**config.mk**
```make
export PLATFORM = sky130hd
export DESIGN_NAME = can_mode_ctrl
export DESIGN_NICKNAME = d
export VERILOG_FILES = /design/src/rtl/can_mode_pkg.sv /design/src/rtl/can_idle_detect.sv /design/src/rtl/can_mode_fsm.sv /design/src/rtl/can_err_irq.sv /design/src/rtl/can_mode_ctrl.sv
export SDC_FILE = /design/constraint.sdc
export NUM_CORES = 1
export LEC_CHECK = 0
export BUFFER_PORTS_ARGS = -buffer_cell sky130_fd_sc_hd__buf_2
export CAP_MARGIN = 10
export CORE_AREA = 10 10 47 49
export CTS_BUF_LIST = sky130_fd_sc_hd__clkbuf_8
export CTS_CLUSTER_DIAMETER = 80
export CTS_CLUSTER_SIZE = 10
export DETAILED_ROUTE_END_ITERATION = 8
export DIE_AREA = 0 0 57 59
export PLACE_DENSITY_LB_ADDON = 0.25
export SKIP_LAST_GASP = 1
export SLEW_MARGIN = 20
export SYNTH_ARGS = -nofsm -noshare
export SYNTH_HDL_FRONTEND = slang
export SYNTH_HIERARCHICAL = 1
export SYNTH_SLANG_ARGS = --single-unit
```
**constraint.sdc**
```tcl
create_clock -name clk_i -period 2.1 [get_ports clk_i]
set_clock_uncertainty 0.15 [all_clocks]
set_input_delay 0.42 -clock clk_i [delete_from_list [all_inputs] [get_ports clk_i]]
set_output_delay 0.42 -clock clk_i [all_outputs]
set_load 0.005 [all_outputs]
```
**src/rtl/can_mode_pkg.sv**
```systemverilog
package can_mode_pkg;
  typedef enum logic [1:0] {
    MODE_NORMAL = 2'd0,
    MODE_INIT   = 2'd1,
    MODE_SLEEP  = 2'd2
  } mode_e;
endpackage

```
**src/rtl/can_idle_detect.sv**
```systemverilog
module can_idle_detect #(
  parameter int unsigned IDLE_BITS = 11
) (
  input  logic clk_i,
  input  logic rst_ni,
  input  logic run_i,
  input  logic rx_bit_i,
  input  logic bit_stb_i,
  output logic done_o
);
  localparam int unsigned CNT_W = $clog2(IDLE_BITS + 1);
  localparam logic [CNT_W-1:0] LAST = CNT_W'(IDLE_BITS - 1);

  logic [CNT_W-1:0] cnt_q;

  assign done_o = run_i && bit_stb_i && rx_bit_i && (cnt_q == LAST);

  always_ff @(posedge clk_i or negedge rst_ni) begin
    if (!rst_ni)                      cnt_q <= '0;
    else if (!run_i || done_o)        cnt_q <= '0;
    else if (bit_stb_i) begin
      if (rx_bit_i) cnt_q <= cnt_q + 1'b1;
      else          cnt_q <= '0;   // dominant bit restarts the run
    end
  end
endmodule

```
**src/rtl/can_mode_fsm.sv**
```systemverilog
module can_mode_fsm
  import can_mode_pkg::*;
(
  input  logic  clk_i,
  input  logic  rst_ni,
  input  logic  init_req_i,
  input  logic  sleep_req_i,
  input  logic  idle_done_i,
  output logic  wait_o,
  output mode_e mode_o
);
  mode_e mode_q, mode_d;

  // exit wait: held mode with both requests released
  assign wait_o = (mode_q != MODE_NORMAL) && !init_req_i && !sleep_req_i;

  always_comb begin
    mode_d = mode_q;
    if (init_req_i)       mode_d = MODE_INIT;
    else if (sleep_req_i) mode_d = MODE_SLEEP;
    else if (idle_done_i) mode_d = MODE_NORMAL;
  end

  always_ff @(posedge clk_i or negedge rst_ni) begin
    if (!rst_ni) mode_q <= MODE_SLEEP;
    else         mode_q <= mode_d;
  end

  assign mode_o = mode_q;
endmodule

```
**src/rtl/can_err_irq.sv**
```systemverilog
module can_err_irq (
  input  logic clk_i,
  input  logic rst_ni,
  input  logic evt_i,
  input  logic src_en_i,
  input  logic clr_i,
  input  logic ie_i,
  output logic flag_o,
  output logic irq_o
);
  logic flag_q;

  always_ff @(posedge clk_i or negedge rst_ni) begin
    if (!rst_ni)                 flag_q <= 1'b0;
    else if (evt_i && src_en_i)  flag_q <= 1'b1;  // set beats clear
    else if (clr_i)              flag_q <= 1'b0;
  end

  assign flag_o = flag_q;
  assign irq_o  = flag_q && ie_i;
endmodule

```
**src/rtl/can_mode_ctrl.sv**
```systemverilog
module can_mode_ctrl
  import can_mode_pkg::*;
#(
  parameter int unsigned IDLE_BITS = 11
) (
  input  logic clk_i,
  input  logic rst_ni,
  input  logic init_req_i,
  input  logic sleep_req_i,
  input  logic rx_bit_i,
  input  logic bit_stb_i,
  input  logic err_evt_i,
  input  logic err_src_en_i,
  input  logic err_ie_i,
  input  logic err_clr_i,
  output logic init_ack_o,
  output logic sleep_ack_o,
  output logic err_flag_o,
  output logic irq_o
);
  logic  wait_w, done_w;
  mode_e mode_w;

  can_mode_fsm u_fsm (
    .clk_i       (clk_i),
    .rst_ni      (rst_ni),
    .init_req_i  (init_req_i),
    .sleep_req_i (sleep_req_i),
    .idle_done_i (done_w),
    .wait_o      (wait_w),
    .mode_o      (mode_w)
  );

  can_idle_detect #(.IDLE_BITS(IDLE_BITS)) u_idle (
    .clk_i     (clk_i),
    .rst_ni    (rst_ni),
    .run_i     (wait_w),
    .rx_bit_i  (rx_bit_i),
    .bit_stb_i (bit_stb_i),
    .done_o    (done_w)
  );

  can_err_irq u_err (
    .clk_i    (clk_i),
    .rst_ni   (rst_ni),
    .evt_i    (err_evt_i),
    .src_en_i (err_src_en_i),
    .clr_i    (err_clr_i),
    .ie_i     (err_ie_i),
    .flag_o   (err_flag_o),
    .irq_o    (irq_o)
  );

  assign init_ack_o  = (mode_w == MODE_INIT);
  assign sleep_ack_o = (mode_w == MODE_SLEEP);
endmodule

```
* Word level (Yosys, flattened, before mapping)
Index checks and enable logic that the tools add are counted.
Word-level totals: flip-flop bits (word level) 7, input bits 10, output and inout bits 4, word-level logic and storage cells 30
Cells by class: equality and inequality tests 3, reductions and logical operators 15, add/subtract/negate cells 1, muxes and demuxes 8
Operators with widths (number):
- 4-bit two-way mux | 3
- 1-bit logical AND | 7
- 2-bit two-way mux | 3
- 2-bit nonzero test | 3
- 4-bit by 1-bit adder with 4-bit output (second input constant) | 1
- 4-bit == test (second input constant) | 1
- 1-bit logical NOT | 3
- 3-bit nonzero test | 1
- 2-bit by 1-bit == test with 1-bit output (second input constant) | 1
- 2-bit == test (second input constant) | 1
- 1-bit two-way mux | 2
- 1-bit logical OR | 1

* Logic depth before layout (Yosys ltp)
word-level depth 9, mapped depth 6, gate-level depth less buffers 6

* Modules after synthesis
Netlist, hierarchy kept.
By module, submodules not included:
- can_idle_detect | cells an instance 28, sequential area each 100.1 um^2, times used 1, area an instance 275.3 um^2
- can_mode_fsm | cells an instance 9, sequential area each 51.3 um^2, times used 1, area an instance 90.1 um^2
- can_err_irq | cells an instance 5, sequential area each 25.0 um^2, times used 1, area an instance 48.8 um^2
- can_mode_ctrl | cells an instance 2, sequential area each 0.0 um^2, times used 1, area an instance 15.0 um^2

* Least setup slack after synthesis
Ideal clock, no wire load.
path kind register -> register, start point reg u_fsm.mode_q[1], in the netlist u_fsm/mode_o[1], end point reg u_fsm.mode_q[0], in the netlist u_fsm/mode_o[0], stages on the path, launching flop included 7, library setup time 0.118 ns, period minus slack after synthesis 1.608 ns, required time 1.832 ns, slack 0.492 ns, arrival 1.340 ns, path buffers 0, path through dfstp_2 -> nor2_1 -> nor3_1 -> nand3_1 -> nor2_1 -> nor2_1 -> a21o_1
On the way: longest elaborated chain between the ends 7
Ends and longest elaborated chain:
- from (decl) | RTL line can_mode_fsm.sv:12 | mode_e mode_q, mode_d;
- from (signal assigned) | RTL line can_mode_fsm.sv:26 | else mode_q <= mode_d;
- 2-bit nonzero test | RTL line can_mode_fsm.sv:15 | assign wait_o = (mode_q != MODE_NORMAL) && !init_req_i && !sleep_req_i;
- 1-bit logical AND (2 in a row) | RTL line can_mode_fsm.sv:15
- named net wait_w | RTL line can_mode_ctrl.sv:21 | logic wait_w, done_w;
- 1-bit logical AND (3 in a row) | RTL line can_idle_detect.sv:16 | assign done_o = run_i && bit_stb_i && rx_bit_i && (cnt_q == LAST);
- named net done_w | RTL line can_mode_ctrl.sv:21
- 3-bit nonzero test (no source line)
The timed path passes the listed nets, and every way through them passes these cells. A chain may end at the register's enable or synchronous reset.

* Final worst setup path
start point reg u_fsm.mode_q[1], in the netlist u_fsm/mode_o[1], end point out sleep_ack_o
On the way: longest elaborated chain between the ends 1
Ends and longest elaborated chain:
- 2-bit == test | RTL line can_mode_ctrl.sv:55 | assign sleep_ack_o = (mode_w == MODE_SLEEP);
- to (decl) | RTL line can_mode_ctrl.sv:17 | output logic sleep_ack_o,
Every way passes these cells.

==> results.cfg <==
[outcome]
status = completed

[synth]
synth_xor_xnor_area_share = 0
synth.distinct_cells = 26
synth_area_um2 = 429
synthCells = 44
ys_seq_area_frac = 0.411
syn_nets = 56
synth-compound-area-share = 0.152
synth_top_family_by_area = simple AND/OR/NAND/NOR gates
synth.avg_cell_area_um2 = 9.75
ys_ff_latch = 7
synthSimpleGateAreaFrac = 0.318
synth_warnings = 6
synth_fa_ha_area_frac = 0.0583
synthMuxAreaShare = 0.0262

[worst_setup_path]
r2r_start = u_fsm/mode_o[1]$_DFFE_PN1P_
crit_type = flip-flop to primary output
cp_cell_sequence = and2b_2 -> buf_2
cp-startpoint = u_fsm/mode_o[1]$_DFFE_PN1P_
path_buf_inv = 1
crit_path_max_incr_delay_ns = 0.54
worst_path_max_delay_cell = dfstp_2
crit_fanout = 4
cp_top_family = flip-flops
critPathRequiredTime_ns = 1.53
arrival_ns = 1.00
reg2reg_to = u_fsm/mode_o[0]$_DFFE_PN0P_
startpoint_type = flip-flop
reg2reg_depth = 6
cp-endpoint = sleep_ack_o
cp.depth = 2
cp-end-kind = primary output
rrSetupSlack_ns = 0.58

[grt]
grt_usage = 0.0619
antenna_found_initial = 0
grt_start_max_net_pins = 9
grt_pass1_wl_mm = 1.70
gr-total-overflow = 0
grt_pass1_vias = 406

[placement]
placed_area_um2 = 522
pre_cts_slack_ns = 0.586
gp_congestion = 0.691
dp_hpwl_um = 780
port_buffers = 13

[floorplanning]
coreArea_um2 = 1400
rows = 14
die_area_um2 = 3360
die_h_um = 59
die_x_um = 57
initial_core_util = 0.306
pin_count = 14

[timing]
finalSetupTns_ns = 0
slew_violations = 0
rsz0062_at_grt = false
hold_violations = 0
max-slew-margin-rel = 0.836
worst_slack_ns = 0.528
max_slew.worst_pin.slew_ns = 0.244
timing.final.crit_share = 0.749
timing.fmax_mhz = 636
setup_viol_count_final = 0
period_needed_ns = 1.57

[routing]
wl_per_cell_um = 12.7
drtPass1Iterations = 4
drc = 0
antenna_left = 0
drt_iter0_markers = 7
dr_total_vias = 378
viasPerCell = 4.78
wl_mm = 1.00

[power]
ir_drop_uv = 259
power_leakage_uw = 0.000275
power.density_nw_per_um2 = 642

[clock_network]
cts_root_buffer = clkbuf_8
cts.sinks = 7
clk_latency_ns = 0.22
cts_buffers = 3
h-tree-depth = 1
clockBufferDepth = 2
cts_tree = done
post_cts_resize_count = 0
clk_pin_slew_ns = 0.04

[finish]
fill_cells = 152
area_growth_pct = 34.4
fin_nets = 76
mostFrequentLayoutCells = buf_2, dfrtp_1, inv_1
drive_gt1_frac = 0.397
final_common_cell = buf_2
final_area_um2 = 577
antenna_cells = 0

[job]
maxCapViolations = 0

[hold_path]
min_path_type = primary input to flip-flop
[how the worst min path moves through the flow]
stage / endpoint / slack, ns / from / cells past startpoint
floorplan: u_err/flag_o$_DFFE_PN0P_ / -0.03 / rst_ni / 0
global placement: u_idle/cnt_q[2]$_DFFE_PN0P_ / 0.12 / rst_ni / 1
detailed placement: u_idle/cnt_q[2]$_DFFE_PN0P_ / 0.11 / rst_ni / 1
CTS: u_fsm/mode_o[1]$_DFFE_PN1P_ / 0.20 / init_req_i / 2
global route: u_fsm/mode_o[1]$_DFFE_PN1P_ / 0.20 / init_req_i / 2
finish: u_fsm/mode_o[1]$_DFFE_PN1P_ / 0.20 / init_req_i / 2
[flip-flops by register name, summed over array words and instances (netlist names)]
signal / flops
u_idle/cnt_q: 4
u_fsm/mode_o: 2
u_err/flag_o: 1
[timing repair]
| item | CTS | global route |
|---|---|---|
| setup buffers | 0 | 0 |
| endpoints found under the setup margin | 0 | 0 |
| hold endpoints to repair | 6 | 0 |
| hold buffers | 1 | 0 |
[synth_stat cells]
master / n / share of area
o31a_1: 1 / 0.020
a21oi_2: 1 / 0.020
ha_1: 2 / 0.058
and2b_2: 1 / 0.020
and2_2: 1 / 0.017
nor3_1: 2 / 0.023
o2111a_1: 1 / 0.026
mux2_2: 1 / 0.026
nand4_1: 1 / 0.015
inv_1: 4 / 0.035
o21ai_2: 1 / 0.020
nand2b_1: 2 / 0.029
dfstp_2: 1 / 0.061
nand2_1: 3 / 0.026
a21o_1: 1 / 0.017
o21ai_1: 1 / 0.012
nor3b_2: 1 / 0.029
nand3_2: 1 / 0.023
nand3_1: 2 / 0.023
nand3b_1: 2 / 0.035
nor2b_1: 1 / 0.015
dfrtp_1: 6 / 0.35
and2b_1: 2 / 0.035
a21boi_1: 1 / 0.017
nor2_1: 3 / 0.026
o21a_1: 1 / 0.017
[where the power goes]
| group | total (uW) | internal (uW) | switching [uW] |
|---|---|---|---|
| clock | 181 | 126 | 55.0 |
| sequential | 146 | 142 | 4.20 |
| combinational | 43.2 | 21.9 | 21.3 |
[metrics by stage]
step / utilization / hold WS, ns / std cells / total power (uW)
after global routing: 0.412 / 0.204 / 79 / 395
after floorplan: - / -0.0256 / 44 / 164
after global placement: 0.372 / 0.116 / 74 / 189
after detailed placement: 0.372 / 0.114 / 74 / 190
final: 0.412 / 0.202 / 79 / 370
after CTS: 0.412 / 0.195 / 79 / 379
[routing by layer]
| layer | wire length, um | vias to the layer above | GRT usage | share of wire |
|---|---|---|---|---|
| li1 | - | 190 | - | - |
| met1 | 424 | 176 | 0.0669 | 0.42 |
| met2 | 525 | 12 | 0.104 | 0.52 |
| met3 | 52 | 0 | 0.0236 | 0.052 |
| met4 | 0 | 0 | 0.0302 | 0 |
| met5 | 0 | - | 0 | 0 |
[cell type report]
class                   count  area, um2  share of cell area
multi-input cells          33        238               0.412
flip-flops and latches      7        176               0.306
repair buffers             15       82.6               0.143
clock buffers               3       41.3              0.0716
well taps                  16       20.0              0.0347
inverters                   4       15.0              0.0260
clock inverters             1       3.75             0.00651
[kinds of logic after synthesis]
| family | after synthesis |
|---|---|
| fa+ha+maj | 2 |
| simple gates | 22 |
| flops | 7 |
| buf+inv | 4 |
| mux | 1 |
| compound gates | 8 |
Power figures use the tool's default switching activity.
